`config.mk`:
```
export PLATFORM = sky130hd
export DESIGN_NAME = sparse_bus_decoder
export DESIGN_NICKNAME = d
export VERILOG_FILES = /design/src/rtl/sbd_pkg.sv /design/src/rtl/sbd_hae_reg.sv /design/src/rtl/sbd_region_decode.sv /design/src/rtl/sbd_read_align.sv /design/src/rtl/sparse_bus_decoder.sv
export SDC_FILE = /design/constraint.sdc
export NUM_CORES = 1
export LEC_CHECK = 0
export BUFFER_PORTS_ARGS = -buffer_cell sky130_fd_sc_hd__buf_2
export CAP_MARGIN = 10
export CORE_MARGIN = 2
export CORE_UTILIZATION = 45
export CTS_BUF_LIST = sky130_fd_sc_hd__clkbuf_16
export CTS_CLUSTER_SIZE = 10
export DETAILED_ROUTE_END_ITERATION = 8
export GPL_TIMING_DRIVEN = 0
export PLACE_DENSITY = 0.88
export SYNTH_ARGS = -nofsm -noshare
export SYNTH_HDL_FRONTEND = slang
export SYNTH_SLANG_ARGS = --single-unit
```
`constraint.sdc`:
```
create_clock -name clk -period 2.9 [get_ports clk]
set_input_delay 0.58 -clock clk [delete_from_list [all_inputs] [get_ports clk]]
set_output_delay 0.58 -clock clk [all_outputs]
set_load 0.005 [all_outputs]
```
`src/rtl/sbd_pkg.sv`:
```
package sbd_pkg;
    localparam int CPU_AW       = 34;
    localparam int BUS_AW       = 32;
    localparam int BUS_DW       = 32;
    localparam int LANES        = BUS_DW / 8;
    localparam int LANE_W       = $clog2(LANES);
    localparam int SPARSE_SHIFT = 5;
    localparam int SMEM_BITS    = 27;
    localparam int IO_BITS      = 24;
    localparam int HAE_W        = BUS_AW - SMEM_BITS;
    localparam int SMALL_OFF_W  = IO_BITS + SPARSE_SHIFT;

    typedef enum logic [2:0] {
        RG_NONE = 3'd0,
        RG_IACK = 3'd1,
        RG_IO   = 3'd2,
        RG_CONF = 3'd3,
        RG_SMEM = 3'd4,
        RG_DMEM = 3'd5
    } region_e;

    typedef enum logic [1:0] {
        SZ_BYTE = 2'd0,
        SZ_WORD = 2'd1,
        SZ_LONG = 2'd2,
        SZ_QUAD = 2'd3
    } xsize_e;

    typedef struct packed {
        logic [BUS_AW-1:0] addr;
        region_e           region;
        xsize_e            size;
        logic [LANES-1:0]  be_n;
        logic              write;
        logic [BUS_DW-1:0] wdata;
    } bus_req_t;

    // Active-low lane enables for a transfer starting at a lane
    function automatic logic [LANES-1:0] lane_enables_n(xsize_e sz, logic [LANE_W-1:0] lane);
        logic [LANES-1:0] one;
        logic [LANES-1:0] m;
        one = LANES'(1);
        case (sz)
            SZ_BYTE: m = one << lane;
            SZ_WORD: m = (one | (one << 1)) << lane;
            default: m = '1;
        endcase
        return ~m;
    endfunction

    // Move returned lane data down to bit 0 and clip to the size
    function automatic logic [BUS_DW-1:0] align_down(logic [BUS_DW-1:0] d,
                                                     logic [LANE_W-1:0] lane,
                                                     xsize_e sz);
        logic [BUS_DW-1:0] sh;
        logic [BUS_DW-1:0] m;
        sh = d >> {lane, 3'b000};
        case (sz)
            SZ_BYTE: m = BUS_DW'(8'hFF);
            SZ_WORD: m = BUS_DW'(16'hFFFF);
            default: m = '1;
        endcase
        return sh & m;
    endfunction
endpackage

```
`src/rtl/sbd_hae_reg.sv`:
```
module sbd_hae_reg
    import sbd_pkg::*;
(
    input  logic             clk,
    input  logic             rst,
    input  logic             we,
    input  logic [HAE_W-1:0] wdata,
    output logic [HAE_W-1:0] hae
);
    always_ff @(posedge clk) begin
        if (rst)     hae <= '0;
        else if (we) hae <= wdata;
    end

    assert_hae_hold_R10: assert property (@(posedge clk) disable iff (rst)
        !we |=> $stable(hae));
endmodule

```
`src/rtl/sbd_region_decode.sv`:
```
module sbd_region_decode
    import sbd_pkg::*;
(
    input  logic [CPU_AW-1:0] cpu_addr,
    input  logic              cpu_write,
    input  logic              cpu_quad,
    input  logic [BUS_DW-1:0] cpu_wdata,
    input  logic [HAE_W-1:0]  hae,
    output bus_req_t          req,
    output logic              bad
);
    localparam int WIN_W = BUS_AW - SMALL_OFF_W;
    localparam int GAP_W = SMEM_BITS - IO_BITS;

    logic [1:0]        code;
    logic [LANE_W-1:0] lane;
    logic [WIN_W-1:0]  win;
    logic [IO_BITS-1:0] small_ba;
    xsize_e            ssz;
    logic              sbad;

    always_comb begin
        code     = cpu_addr[4:3];
        lane     = cpu_addr[SPARSE_SHIFT +: LANE_W];
        win      = cpu_addr[BUS_AW-1:SMALL_OFF_W];
        small_ba = cpu_addr[SMALL_OFF_W-1:SPARSE_SHIFT];

        // sparse size code and lane legality
        sbad = 1'b0;
        case (code)
            2'b00:   ssz = SZ_BYTE;
            2'b01: begin
                ssz  = SZ_WORD;
                sbad = (lane == LANE_W'(LANES - 1));
            end
            2'b11: begin
                ssz  = SZ_LONG;
                sbad = (lane != '0);
            end
            default: begin
                ssz  = SZ_BYTE;
                sbad = 1'b1;
            end
        endcase

        req        = '0;
        req.write  = cpu_write;
        req.wdata  = cpu_wdata;
        req.size   = ssz;
        req.be_n   = lane_enables_n(ssz, lane);
        req.region = RG_NONE;
        bad        = 1'b1;

        case (cpu_addr[CPU_AW-1 -: 2])
            2'b11: begin
                req.region = RG_DMEM;
                req.addr   = cpu_addr[BUS_AW-1:0];
                req.be_n   = '0;
                req.size   = cpu_quad ? SZ_QUAD : SZ_LONG;
                bad        = cpu_quad ? (cpu_addr[2:0] != 3'b000)
                                      : (cpu_addr[1:0] != 2'b00);
            end
            2'b10: begin
                req.region = RG_SMEM;
                req.addr   = {hae, cpu_addr[BUS_AW-1:SPARSE_SHIFT]};
                bad        = sbad;
            end
            2'b01: begin
                case (win)
                    3'b101: begin
                        req.region = RG_IACK;
                        req.addr   = {hae, GAP_W'(0), small_ba};
                        bad        = sbad;
                    end
                    3'b110: begin
                        req.region = RG_IO;
                        req.addr   = BUS_AW'(small_ba);
                        bad        = sbad;
                    end
                    3'b111: begin
                        req.region = RG_CONF;
                        req.addr   = BUS_AW'(small_ba);
                        bad        = sbad;
                    end
                    default: bad = 1'b1;
                endcase
            end
            default: bad = 1'b1;
        endcase
    end
endmodule

```
`src/rtl/sbd_read_align.sv`:
```
module sbd_read_align
    import sbd_pkg::*;
(
    input  logic              valid,
    input  logic [BUS_DW-1:0] bus_rdata,
    input  logic [LANE_W-1:0] lane,
    input  xsize_e            size,
    output logic [BUS_DW-1:0] cpu_rdata
);
    always_comb begin
        cpu_rdata = align_down(bus_rdata, lane, size);
        if (valid && size == SZ_BYTE)
            assert_byte_top_clear_R9: assert (cpu_rdata[BUS_DW-1:8] == '0);
    end
endmodule

```
`src/rtl/sparse_bus_decoder.sv`:
```
module sparse_bus_decoder
    import sbd_pkg::*;
(
    input  logic              clk,
    input  logic              rst,
    input  logic              cpu_valid,
    output logic              cpu_ready,
    input  logic [CPU_AW-1:0] cpu_addr,
    input  logic              cpu_write,
    input  logic              cpu_quad,
    input  logic [BUS_DW-1:0] cpu_wdata,
    output logic              cpu_err,
    output logic              cpu_rvalid,
    output logic [BUS_DW-1:0] cpu_rdata,
    input  logic              csr_we,
    input  logic [HAE_W-1:0]  csr_wdata,
    output logic              bus_valid,
    input  logic              bus_ready,
    output logic [BUS_AW-1:0] bus_addr,
    output logic [2:0]        bus_region,
    output logic [1:0]        bus_size,
    output logic [LANES-1:0]  bus_be_n,
    output logic              bus_write,
    output logic [BUS_DW-1:0] bus_wdata,
    input  logic              bus_rvalid,
    input  logic [BUS_DW-1:0] bus_rdata
);
    typedef enum logic [1:0] {ST_IDLE, ST_REQ, ST_RD} st_e;

    st_e              st;
    bus_req_t         dec_req;
    bus_req_t         req_q;
    logic             dec_bad;
    logic             accept;
    logic             err_q;
    logic [HAE_W-1:0] hae;

    sbd_hae_reg u_hae (
        .clk   (clk),
        .rst   (rst),
        .we    (csr_we),
        .wdata (csr_wdata),
        .hae   (hae)
    );

    sbd_region_decode u_dec (
        .cpu_addr  (cpu_addr),
        .cpu_write (cpu_write),
        .cpu_quad  (cpu_quad),
        .cpu_wdata (cpu_wdata),
        .hae       (hae),
        .req       (dec_req),
        .bad       (dec_bad)
    );

    assign cpu_ready = (st == ST_IDLE);
    assign accept    = cpu_valid && cpu_ready;

    always_ff @(posedge clk) begin
        if (rst) begin
            st    <= ST_IDLE;
            err_q <= 1'b0;
            req_q <= '0;
        end else begin
            err_q <= accept && dec_bad;
            case (st)
                ST_IDLE: if (accept && !dec_bad) begin
                    req_q <= dec_req;
                    st    <= ST_REQ;
                end
                ST_REQ: if (bus_ready)
                    st <= req_q.write ? ST_IDLE : ST_RD;
                ST_RD: if (bus_rvalid)
                    st <= ST_IDLE;
                default: st <= ST_IDLE;
            endcase
        end
    end

    assign cpu_err    = err_q;
    assign bus_valid  = (st == ST_REQ);
    assign bus_addr   = req_q.addr;
    assign bus_region = req_q.region;
    assign bus_size   = req_q.size;
    assign bus_be_n   = req_q.be_n;
    assign bus_write  = req_q.write;
    assign bus_wdata  = req_q.wdata;
    assign cpu_rvalid = (st == ST_RD) && bus_rvalid;

    sbd_read_align u_ralign (
        .valid     (cpu_rvalid),
        .bus_rdata (bus_rdata),
        .lane      (req_q.addr[LANE_W-1:0]),
        .size      (req_q.size),
        .cpu_rdata (cpu_rdata)
    );

    assert_hold_req_R8: assert property (@(posedge clk) disable iff (rst)
        bus_valid && !bus_ready |=> bus_valid && $stable(bus_addr)
            && $stable(bus_be_n) && $stable(bus_size) && $stable(bus_wdata));
    assert_busy_R8: assert property (@(posedge clk) disable iff (rst)
        bus_valid |-> !cpu_ready);
    assert_err_noreq_R7: assert property (@(posedge clk) disable iff (rst)
        cpu_err |-> !bus_valid && cpu_ready);
    assert_byte_onelane_R4: assert property (@(posedge clk) disable iff (rst)
        bus_valid && bus_size == 2'd0 |-> $countones(bus_be_n) == LANES - 1);
    assert_rvalid_after_req_R9: assert property (@(posedge clk) disable iff (rst)
        cpu_rvalid |-> !bus_valid && !cpu_ready);
    assert_io_narrow_R2: assert property (@(posedge clk) disable iff (rst)
        bus_valid && bus_region == 3'd2 |-> bus_addr[BUS_AW-1:IO_BITS] == '0);
endmodule

```
==> results.md <==
* Status: completed
* Worst Path Class, Setup: reg -> out
* I/O pin cnt at 221
* Max VDD drop at 0.243 mV
* DR pass1 iterations at 5
* WP data required at 2.32 ns
* Final setup fails at 0
* DRT iter0 DRCs at 440
* Syn. warnings at 0
* Period utilisation layout at 94.5%
* Cell Area, Synth at 4640 um^2
* Die area at 11100 um^2
* Clock sink count at 82
* Layout cells sized above 1 at 31.1%
* Chip height at 106 um
* Post-synth top area share at 35.3%
* Adder-cell share of the synthesized area at 0%
* Post-synthesis xor/xnor area fraction at 0%
* Initial core utilization at 45.6%
* Clk pwr share at 40.1%
* Post-CTS setup buffers at 0
* Complex-gate fraction of the synthesized area at 23.2%
* Final antenna-violating net count at 0
* Core Box Area at 10200 um^2
* Met2 wire len at 6960 um
* Hold slack final at 0.455 ns
* Rel. slew slack at 58.1%
* Count of different cell masters after synthesis at 46
* Setup TNS Final at 0 ns
* Internal power at 2.07 mW
* Final Non-Filler Cells at 942
* # H-tree levels at 3
* WL met3 at 1330 um
* Placer Congestion at 0.986
* First-pass GRT wire length at 22900 um
* Switch share at 27.7%
* Dpl hpwl at 11300 um
* Peak Freq at 365 MHz
* DR vias at 5172
* Min-Delay Path Class: reg -> reg
* Final hold violation count at 0
* Syn Nets at 687
* Gate power share at 18.2%
* CP endpoint kind: output pin
* Skew-Pair Late Insertion Delay at 0.33 ns
* Worst EP arrival at 2.16 ns
* GRT overflow at 0
* Fillers at 935
* Syn Area/Cell at 8.06 um^2
* FFs w/ async S/R, synth at 0%
* Clock skew at 0.00398 ns
* Main flop type after synthesis: dfxtp_1
* CTS tree: done
* Cell Pwr Density at 462 nW/um^2
* Via density at 5.49
* Min cycle time layout at 2.74 ns
* Port Buffers at 214
* CTS Buf Count at 9
* Root Buffer: clkbuf_16
* Wire length per cell at 15.6 um
* Crit start category: flop
* Largest net degree at the start of global routing at 16
* Total global-route track usage at 25.5%
* Post-synthesis instance total at 576
* CP Max Fanout at 10
* Max Cap Violations at 0
* Core Rows at 37
* DRT met1 WL at 5910 um
* Area growth from synthesis to layout at 33.3%
* Worst slew pin tran at 0.628 ns
* Vias in the first global route at 4839
* Post-synthesis sequential area ratio at 35.3%
* Die width at 106 um
* Simple-gate share of the synthesized area at 19.1%
* Cell total after placement at 926
* Seq cells post-synth at 82
* Pleak at 2.99 nW
* CTS resizes at 0
* Synth area leader: dfxtp_1
* DRC viols at 0
* Uppermost routed layer: met4
* Max-slew violations at 0
* Nets@finish at 912
* Post-Route WL at 14700 um
* Switching power total at 0.793 mW
* Cts hold-fix bufs at 0
* RSZ-0062 raised after global routing: false
* Total power at 2.86 mW
* Antenna Diode Count at 0
* Clock Pin Slew Worst Setup and Hold Paths at 0.06 ns
* Post-synthesis mux area share at 16.2%
* Area contributors post-synth: dfxtp_1 35%, mux2i_1 16%, nand2_1 9.6%
* EDFF count, synth at 0
* Max Buffers Root-to-Sink at 2
* Initial antenna violation count at 0
* Register share of total power at 41.6%
* Largest family of logic cells by synthesized area: compound AO/OA/AOI/OAI gates
[power groups by stage]
stage	Combinational (mW)	Clock [mW]	Sequential (mW)
after detailed placement	0.513	0	1.22
after global placement	0.505	0	1.22
after floorplan	0.295	0	1.22
after global routing	0.572	1.22	1.20
after CTS	0.517	1.17	1.19
final	0.521	1.15	1.19
[flip-flops by register name, indices dropped and copies added (netlist names)]
register and flops:
bus_write 1, bus_addr 32, bus_be_n 4, bus_size 2, st 2, u_hae.hae 5, bus_wdata 32, cpu_err 1
bus_region 3
[Yosys cell counts (all sizes together) (3+ instances only)]
cell type and n:
a211oi 9, clkbuf 40, nand3 3, buf 17, a32o 5, o22ai 5, nor2b 15, nor3b 4
o21ai 6, a22oi 11, nand2 119, a32oi 20, inv 4, dfxtp 82, nand2b 4, nor2 38
mux2i 75, a21oi 63, and2 10, o211a 10, a31o 3, o211ai 13
[layer usage]
metal	vias up	global-route usage [%]
li1	2505	-
met1	2365	29.7
met2	258	43.2
met3	44	7.30
met4	0	11.5
met5	-	0
[cells by family after synthesis]
group	Yosys count
multiplexers	75
AND/OR/NAND/NOR	203
AO/OA/AOI/OAI	155
buffers and inverters	61
flip-flops	82
[stage by stage]
step	cell area (um^2)	setup WS (ns)	utilization, %
after global placement	5890	0.516	57.8
after global routing	6190	0.00999	60.8
after CTS	6190	0.141	60.8
after floorplan	4640	0.880	-
final	6190	0.159	60.8
after detailed placement	5890	0.452	57.8
[path summary, 6_finish.rpt]
path                 start            end  slack, ns  depth (start not counted)
max reg2reg          st[1]   bus_addr[29]       1.17                          4
max            bus_addr[1]   cpu_rdata[9]       0.16                          7
min          bus_wdata[24]  bus_wdata[24]       0.46                          2
min reg2reg  bus_wdata[24]  bus_wdata[24]       0.46                          2
[layout make-up]
cell class | instances | area, um^2 | share of cell area (%)
plain buffers | 57 | 274 | 4.43
clock buffers | 9 | 225 | 3.64
clock inverters | 7 | 78.8 | 1.27
inverters | 4 | 15.0 | 0.243
multi-input cells | 433 | 2710 | 43.8
flip-flops and latches | 82 | 1640 | 26.5
well taps | 136 | 170 | 2.75
repair buffers | 214 | 1070 | 17.3
[placed cells by master, fill, tap and decap left out, types with 10 or more instances in the layout]
cell type	n
o211a_1	10
buf_2	220
nor2b_1	15
dfxtp_1	82
nor2_1	38
mux2i_1	75
a21oi_1	61
nand2_1	119
o211ai_1	13
clkbuf_1	40
a22oi_1	11
a32oi_1	20
and2_1	10
[critical path, stage by stage (launching register included)]
cell,delay (ns)
dfxtp_1,0.32
clkbuf_1,0.31
clkbuf_1,0.47
mux2i_1,0.33
nor2_1,0.07
a21oi_1,0.13
nor2_1,0.05
buf_2,0.15
Note: power is estimated with default switching activity, not from simulation.
